## config.mk

```make
export PLATFORM = sky130hd
export DESIGN_NAME = cell_tx_slave
export DESIGN_NICKNAME = d
export VERILOG_FILES = /design/src/rtl/cell_tx_pkg.sv /design/src/rtl/cell_tx_select.sv /design/src/rtl/cell_tx_ram.sv /design/src/rtl/cell_tx_csr.sv /design/src/rtl/cell_tx_asm.sv /design/src/rtl/cell_tx_slave.sv
export SDC_FILE = /design/constraint.sdc
export NUM_CORES = 1
export LEC_CHECK = 0
export BUFFER_PORTS_ARGS = -buffer_cell sky130_fd_sc_hd__buf_2
export CAP_MARGIN = 20
export CORE_MARGIN = 2
export CORE_UTILIZATION = 60
export CTS_CLUSTER_DIAMETER = 80
export CTS_CLUSTER_SIZE = 12
export DETAILED_ROUTE_END_ITERATION = 12
export HOLD_SLACK_MARGIN = 0.08
export PLACE_DENSITY = 0.77
export SYNTH_ARGS = -nofsm -noshare
export SYNTH_HDL_FRONTEND = slang
export SYNTH_HIERARCHICAL = 1
export SYNTH_SLANG_ARGS = --single-unit
```

## constraint.sdc

```tcl
create_clock -name clk -period 9.17 [get_ports clk]
set_input_delay 1.834 -clock clk [delete_from_list [all_inputs] [get_ports clk]]
set_output_delay 1.834 -clock clk [all_outputs]
set_load 0.01 [all_outputs]
```

## src/rtl/cell_tx_pkg.sv

```systemverilog
package cell_tx_pkg;
  // Register bit positions: status[2:0], enables[5:3] (enable n+3 pairs with status n)
  localparam int ST_ALIGN    = 0;
  localparam int ST_OVR      = 1;
  localparam int ST_PAR      = 2;
  localparam int EN_LSB      = 3;
  localparam int CTL_DISCARD = 6;
  localparam int CTL_FLUSH   = 7;

  // Packed so that the bit order matches status[2:0]
  typedef struct packed {
    logic perr;
    logic ovr;
    logic align;
  } evt_t;
endpackage

```

## src/rtl/cell_tx_select.sv

```systemverilog
module cell_tx_select #(
  parameter int                ADDR_W  = 5,
  parameter logic [ADDR_W-1:0] MY_ADDR = '0
) (
  input  logic              clk,
  input  logic              rst,
  input  logic [ADDR_W-1:0] addr,
  input  logic              en_n,
  output logic              selected
);
  localparam logic [ADDR_W-1:0] NULL_ADDR = '1;

  // Selection is only re-evaluated in cycles where the write enable is high
  always_ff @(posedge clk) begin
    if (rst)
      selected <= 1'b0;
    else if (en_n)
      selected <= (addr == MY_ADDR) && (addr != NULL_ADDR);
  end
endmodule

```

## src/rtl/cell_tx_ram.sv

```systemverilog
module cell_tx_ram #(
  parameter int WIDTH = 16,
  parameter int DEPTH = 54,
  parameter int AW    = $clog2(DEPTH)
) (
  input  logic             clk,
  input  logic             we,
  input  logic [AW-1:0]    waddr,
  input  logic [WIDTH-1:0] wdata,
  input  logic [AW-1:0]    raddr,
  output logic [WIDTH-1:0] rdata
);
  logic [WIDTH-1:0] mem [DEPTH];

  // Simple dual-port, registered read, no reset: maps onto block RAM
  always_ff @(posedge clk) begin
    if (we)
      mem[waddr] <= wdata;
    rdata <= mem[raddr];
  end
endmodule

```

## src/rtl/cell_tx_csr.sv

```systemverilog
module cell_tx_csr
  import cell_tx_pkg::*;
(
  input  logic       clk,
  input  logic       rst,
  input  logic       wr,
  input  logic       rd,
  input  logic [7:0] wdata,
  input  evt_t       evt,
  output logic [7:0] rdata,
  output logic [2:0] en,
  output logic       discard,
  output logic       flush,
  output logic [2:0] status,
  output logic       irq
);
  logic [7:3] ctl_q;
  logic [2:0] st_q;

  always_ff @(posedge clk) begin
    if (rst) begin
      ctl_q <= '0;
      st_q  <= '0;
      rdata <= '0;
      irq   <= 1'b0;
    end else begin
      if (wr)
        ctl_q <= wdata[7:3];
      // A new event wins over the clear caused by a read in the same cycle
      st_q <= (rd ? 3'b000 : st_q) | evt;
      if (rd)
        rdata <= {ctl_q, st_q};
      irq <= |(st_q & ctl_q[EN_LSB+2:EN_LSB]);
    end
  end

  assign en      = ctl_q[EN_LSB+2:EN_LSB];
  assign discard = ctl_q[CTL_DISCARD];
  assign flush   = ctl_q[CTL_FLUSH];
  assign status  = st_q;
endmodule

```

## src/rtl/cell_tx_asm.sv

```systemverilog
module cell_tx_asm
  import cell_tx_pkg::*;
#(
  parameter int DW    = 16,
  parameter int WORDS = 27,
  parameter int CW    = $clog2(WORDS)
) (
  input  logic          clk,
  input  logic          rst,
  input  logic          flush,
  input  logic          take,
  input  logic [DW-1:0] data,
  input  logic          par,
  input  logic          soc,
  input  logic          discard,
  input  logic          full,
  output logic          wr_en,
  output logic [CW-1:0] wr_idx,
  output logic          commit,
  output logic          holding,
  output evt_t          evt
);
  localparam logic [CW-1:0] LAST = CW'(WORDS - 1);

  logic [CW-1:0] cnt_q, cnt_n;
  logic          act_q, act_n;   // inside a cell
  logic          drop_q, drop_n; // cell has no slot, words are counted only
  logic          bad_q, bad_n;   // cell carried a parity error
  logic          perr;

  assign perr = ~(^{data, par});

  always_comb begin
    cnt_n  = cnt_q;
    act_n  = act_q;
    drop_n = drop_q;
    bad_n  = bad_q;
    wr_en  = 1'b0;
    wr_idx = cnt_q;
    commit = 1'b0;
    evt    = '0;
    if (take) begin
      evt.perr = perr;
      if (soc) begin
        evt.align = act_q;        // runt: previous cell cut short
        act_n  = 1'b1;
        cnt_n  = CW'(1);
        bad_n  = perr;
        if (full) begin
          evt.ovr = 1'b1;
          drop_n  = 1'b1;
        end else begin
          drop_n = 1'b0;
          wr_en  = 1'b1;
          wr_idx = '0;
        end
      end else if (!act_q) begin
        evt.align = 1'b1;         // stray word outside any cell
      end else begin
        wr_en = !drop_q;
        bad_n = bad_q | perr;
        if (cnt_q == LAST) begin
          act_n  = 1'b0;
          cnt_n  = '0;
          commit = !drop_q && !(bad_n && discard);
        end else begin
          cnt_n = cnt_q + CW'(1);
        end
      end
    end
  end

  always_ff @(posedge clk) begin
    if (rst || flush) begin
      cnt_q  <= '0;
      act_q  <= 1'b0;
      drop_q <= 1'b0;
      bad_q  <= 1'b0;
    end else begin
      cnt_q  <= cnt_n;
      act_q  <= act_n;
      drop_q <= drop_n;
      bad_q  <= bad_n;
    end
  end

  assign holding = act_q && !drop_q;
endmodule

```

## src/rtl/cell_tx_slave.sv

```systemverilog
module cell_tx_slave
  import cell_tx_pkg::*;
#(
  parameter int                ADDR_W     = 5,
  parameter logic [ADDR_W-1:0] MY_ADDR    = '0,
  parameter int                DATA_W     = 16,
  parameter int                CELL_WORDS = 27,
  parameter int                CELL_SLOTS = 2
) (
  input  logic              clk,
  input  logic              rst,
  input  logic [ADDR_W-1:0] bus_addr,
  input  logic              bus_en_n,
  input  logic [DATA_W-1:0] bus_data,
  input  logic              bus_par,
  input  logic              bus_soc,
  output logic              cell_room,
  input  logic              reg_wr,
  input  logic              reg_rd,
  input  logic [7:0]        reg_wdata,
  output logic [7:0]        reg_rdata,
  output logic              irq,
  input  logic              out_pop,
  output logic              out_valid,
  output logic [DATA_W-1:0] out_word
);
  localparam int DEPTH = CELL_WORDS * CELL_SLOTS;
  localparam int AW    = $clog2(DEPTH);
  localparam int CW    = $clog2(CELL_WORDS);
  localparam int SW    = (CELL_SLOTS > 1) ? $clog2(CELL_SLOTS) : 1;
  localparam int UW    = $clog2(CELL_SLOTS + 1);
  localparam logic [CW-1:0] LAST_WORD = CW'(CELL_WORDS - 1);

  logic          sel;
  logic          take;
  logic [2:0]    ctrl_en;
  logic          ctrl_disc;
  logic          ctrl_frst;
  logic [2:0]    status;
  evt_t          evt;
  logic          wr_en;
  logic [CW-1:0] wr_idx;
  logic          commit;
  logic          holding;
  logic [AW-1:0] waddr;
  logic [AW-1:0] hptr_q, hptr_nx;
  logic [CW-1:0] hword_q;
  logic [SW-1:0] wslot_q;
  logic [UW-1:0] used_q;
  logic          full;
  logic          pop;
  logic          release_w;
  logic          room_q;

  cell_tx_select #(.ADDR_W(ADDR_W), .MY_ADDR(MY_ADDR)) u_sel (
    .clk(clk), .rst(rst), .addr(bus_addr), .en_n(bus_en_n), .selected(sel)
  );

  cell_tx_csr u_csr (
    .clk(clk), .rst(rst), .wr(reg_wr), .rd(reg_rd), .wdata(reg_wdata),
    .evt(evt), .rdata(reg_rdata), .en(ctrl_en), .discard(ctrl_disc),
    .flush(ctrl_frst), .status(status), .irq(irq)
  );

  assign take = sel && !bus_en_n && !ctrl_frst;
  assign full = (used_q == UW'(CELL_SLOTS));

  cell_tx_asm #(.DW(DATA_W), .WORDS(CELL_WORDS), .CW(CW)) u_asm (
    .clk(clk), .rst(rst), .flush(ctrl_frst), .take(take),
    .data(bus_data), .par(bus_par), .soc(bus_soc), .discard(ctrl_disc),
    .full(full), .wr_en(wr_en), .wr_idx(wr_idx), .commit(commit),
    .holding(holding), .evt(evt)
  );

  assign waddr = AW'(wslot_q) * AW'(CELL_WORDS) + AW'(wr_idx);

  // Read side: word pointer runs across contiguous slots
  assign out_valid = (used_q != '0);
  assign pop       = out_pop && out_valid;
  assign release_w = pop && (hword_q == LAST_WORD);
  assign hptr_nx   = !pop ? hptr_q :
                     (hptr_q == AW'(DEPTH - 1)) ? '0 : hptr_q + AW'(1);

  cell_tx_ram #(.WIDTH(DATA_W), .DEPTH(DEPTH), .AW(AW)) u_ram (
    .clk(clk), .we(wr_en), .waddr(waddr), .wdata(bus_data),
    .raddr(hptr_nx), .rdata(out_word)
  );

  always_ff @(posedge clk) begin
    if (rst || ctrl_frst) begin
      used_q  <= '0;
      wslot_q <= '0;
      hptr_q  <= '0;
      hword_q <= '0;
      room_q  <= 1'b1;
    end else begin
      used_q <= used_q + UW'(commit) - UW'(release_w);
      if (commit)
        wslot_q <= (wslot_q == SW'(CELL_SLOTS - 1)) ? '0 : wslot_q + SW'(1);
      hptr_q <= hptr_nx;
      if (pop)
        hword_q <= release_w ? '0 : hword_q + CW'(1);
      room_q <= ({1'b0, used_q} + (UW+1)'(holding)) < (UW+1)'(CELL_SLOTS);
    end
  end

  assign cell_room = room_q;
endmodule

```

==> impl_metrics.yaml <==
outcome:
  status: "complete, no violations"
clocking:
  worstSkewPairLatency_ns: 0.64
  cts_setup_buffers: 0
  clk_pin_slew_worst_paths_ns: 0.06
  cts_made_buffers: 86
  cts-resized-gates: 0
  postCtsHoldBufs: 0
  cts-root-buf: "clkbuf_16"
  clock_sinks: 921
  cts_htree_levels: 3
  cts_tree: "done"
  cts_buffer_depth: 3
grt:
  grt_use_total: 0.264
  gr-total-overflow: 0
  grt_pass1_vias: 18860
  antenna_found_initial: 1
  grt_pass1_wl_um: 120000
  grt_max_degree: 144
placed_design:
  hpwl_um: 45400
  portBuffers: 60
  placed_cells: 2774
  dp_slack_ns: 3.02
  gp_congestion: 0.823
worst_setup_path:
  path_cells: "buf_2 > nor3b_1 > nand2_1 > or2_1 > and2_1 > ha_1 > inv_1 > fa_1 > inv_1 > a31oi_1 > xnor2_1 > nand3b_1 > nor2_2"
  worstPathMaxFanout: 16
  required_ns: 9.40
  cp_top_family: "simple AND/OR/NAND/NOR gates"
  critPathKind: "primary input to flip-flop"
  slowest_stage: "nor2_2"
  arrival_ns: 5.93
  cpMostUsedCell: "inv_1"
  max_stage_delay_ns: 0.94
  end_kind: "flip-flop"
  worst_setup_path_start_kind: "primary input"
  critPathBufInv: 3
timing:
  rsz0062_at_grt: "no"
  fmax_ghz: 0.176
  period_needed_ns: 5.70
  setup_tns_ns: 0
  hold_viol_final: 0
  setup_violations: 0
  worst_pin_slew_ns: 1.25
  finalWorstSetupSlack_ns: 3.47
  fin_skew_ns: 0.0250
  relSlewSlack: 0.168
  slew_viol_final: 0
  period_share: 0.621
pwr:
  p_clk_frac: 0.403
  p_leak_uw: 0.0122
  powerDensity_nw_per_um2: 198
  intPower_uw: 6390
  combPwrFrac: 0.015
  swShare: 0.190
  power_frac_seq: 0.582
  p_sw_uw: 1500
  ir_worst_vdd_v: 0.000139
finish:
  multi_input_area_um2: 8450
  nNetsFinal: 2133
  diodes: 0
  areaGrowthSynthToFinish_pct: 10.2
  n_fill_cell: 3759
  regArea_um2: 27100
  fin_cells: 2908
  drive_above_1_share: 0.177
detailed_routing:
  num_vias: 18976
  drc: 0
  wl_met3_um: 8510
  drtPass1Iterations: 7
  wl_per_cell_um: 27.9
  top_layer_used: "met5"
  drt_iter0_markers: 2577
  wirelength_met1_um: 31400
  ant_nets: 0
  viasPerCell: 6.53
  wirelength_um: 81100
  wl_met2_um: 38500
yosys:
  async_flop_share: 0
  syn_inst: 1957
  synth_warnings: 6
  synth_flop_cell: "edfxtp_1"
  postSynthNetCount: 2008
  synth-edff-count: 864
  synth_area_per_cell_um2: 18.5
  ys_seq_elements: 921
  synth.distinct_cells: 68
  yosysSeqAreaShare: 0.747
  netlist_area_um2: 36300
die:
  coreArea_um2: 60000
  die_area_um2: 62400
  die_x_um: 250
  ios: 64
  rows: 90
  initial_core_util: 0.604
  die_h_um: 250
min_path:
  min_path_type: "flip-flop to flip-flop"
run:
  max_cap_viol_count: 0
-- path summary, 6_finish.rpt --
path	end	cells after the start	startpoint	slack, ns
worst max-delay path	u_ram/mem[28][10]	13	bus_en_n	3.47
worst min-delay path	u_asm/act_q	2	u_asm/act_q	0.49
worst max register to register	u_ram/mem[28][10]	12	u_csr/ctl_q[7]	4.41
worst min register to register	u_asm/act_q	2	u_asm/act_q	0.49
-- cells in the mapped netlist (all sizes together) (2+ instances only) --
master | n | share of area
o21ai | 44 | 0.0062
or3 | 2 | 0.00035
nand4 | 8 | 0.0014
buf | 69 | 0.017
a311oi | 6 | 0.0020
a221oi | 16 | 0.0039
nand3b | 6 | 0.0012
nand3 | 33 | 0.0047
clkbuf | 39 | 0.0041
and3 | 2 | 0.00035
or3b | 2 | 0.00048
a31oi | 19 | 0.0033
xor2 | 2 | 0.00048
a21oi | 32 | 0.0044
ha | 13 | 0.0045
nor3 | 8 | 0.0011
o22ai | 16 | 0.0028
xnor3 | 2 | 0.0013
a32o | 2 | 0.00055
a22oi | 90 | 0.019
nand4b | 16 | 0.0039
and2 | 13 | 0.0022
nand2 | 27 | 0.0028
or4 | 4 | 0.00093
dfxtp | 57 | 0.031
mux4 | 100 | 0.062
nor2b | 12 | 0.0021
xnor2 | 16 | 0.0041
edfxtp | 864 | 0.72
nand2b | 12 | 0.0021
and2b | 2 | 0.00041
mux2i | 246 | 0.068
inv | 17 | 0.0018
a22o | 14 | 0.0034
a21o | 2 | 0.00041
nor4 | 3 | 0.00086
nor2 | 105 | 0.011
or2 | 6 | 0.0010
nor3b | 4 | 0.00083
a211oi | 17 | 0.0038
-- metal layers --
metal / GRT usage / vias up
li1: - / 8133
met1: 0.365 / 9680
met2: 0.414 / 1019
met3: 0.0614 / 142
met4: 0.0964 / 2
met5: 0 / -
-- power by group through the flow --
stage / registers (µW) / logic [µW] / clock network (µW)
final: 4600 / 121 / 3180
after global routing: 4590 / 132 / 3390
after CTS: 4600 / 122 / 3230
after detailed placement: 4680 / 121 / 0
after global placement: 4680 / 113 / 0
after floorplan: 4690 / 33.1 / 0
-- through the flow --
step / hold WS (ns) / power (µW) / area, µm² / utilization
final: 0.492 / 7900 / 40000 / 0.666
after CTS: 0.486 / 7940 / 39900 / 0.666
after global placement: 0.459 / 4800 / 37500 / 0.625
after detailed placement: 0.471 / 4810 / 37500 / 0.625
after floorplan: 0.445 / 4720 / 36300 / -
after global routing: 0.516 / 8110 / 40000 / 0.666
-- cell type report --
| type | count | share of cell area |
|---|---|---|
| inverters | 17 | 0.00160 |
| flip-flops and latches | 921 | 0.678 |
| repair buffers | 145 | 0.0242 |
| well taps | 782 | 0.0245 |
| multi-input cells | 911 | 0.211 |
| clock inverters | 4 | 0.00116 |
| clock buffers | 128 | 0.0594 |
-- tightest hold or removal path: cells and delay by family, from the launching register on --
| kind | cells | cell delay [ns] |
|---|---|---|
| flops | 1 | 0.33 |
| simple gates | 1 | 0.06 |
| compound gates | 1 | 0.06 |
-- sequential cells by signal, summed over array words and instances, names as in the netlist --
signal          cells
u_ram/mem         864
u_ram/rdata        16
u_csr/rdata         8
hptr_q              6
hword_q             5
u_asm/cnt_q         5
u_csr/ctl_q         5
u_csr/status        3
used_q              2
cell_room           1
u_asm/act_q         1
u_asm/bad_q         1
u_asm/drop_q        1
u_csr/irq           1
u_sel/selected      1
wslot_q             1
-- cells by family after synthesis --
| logic type | count (synthesis) | synth area share |
|---|---|---|
| mux | 347 | 0.130 |
| fa+ha+maj | 14 | 0.00504 |
| flops | 921 | 0.747 |
| compound gates | 264 | 0.0509 |
| buf+inv | 125 | 0.0227 |
| simple gates | 266 | 0.0381 |
| xor+xnor | 20 | 0.00587 |
-- cells in the final DEF, fill, tap and decap left out, types with 6 or more instances in the layout --
master     count
edfxtp_1     864
mux2i_1      246
mux4_2       100
nor2_1        99
a22oi_1       90
clkbuf_16     89
buf_4         82
buf_2         60
dfxtp_1       57
clkbuf_1      39
a21oi_1       32
nand3_1       32
nand2_1       27
o21ai_1       22
o21ai_0       19
a31oi_1       18
inv_1         17
nand4b_1      16
o22ai_1       16
a221oi_1      16
xnor2_1       15
a211oi_1      15
a22o_1        14
ha_1          13
nand2b_1      12
and2_1        11
nor2b_1        9
nand4_1        8
nand3b_1       6
Note: power is estimated with default switching activity, not from simulation.
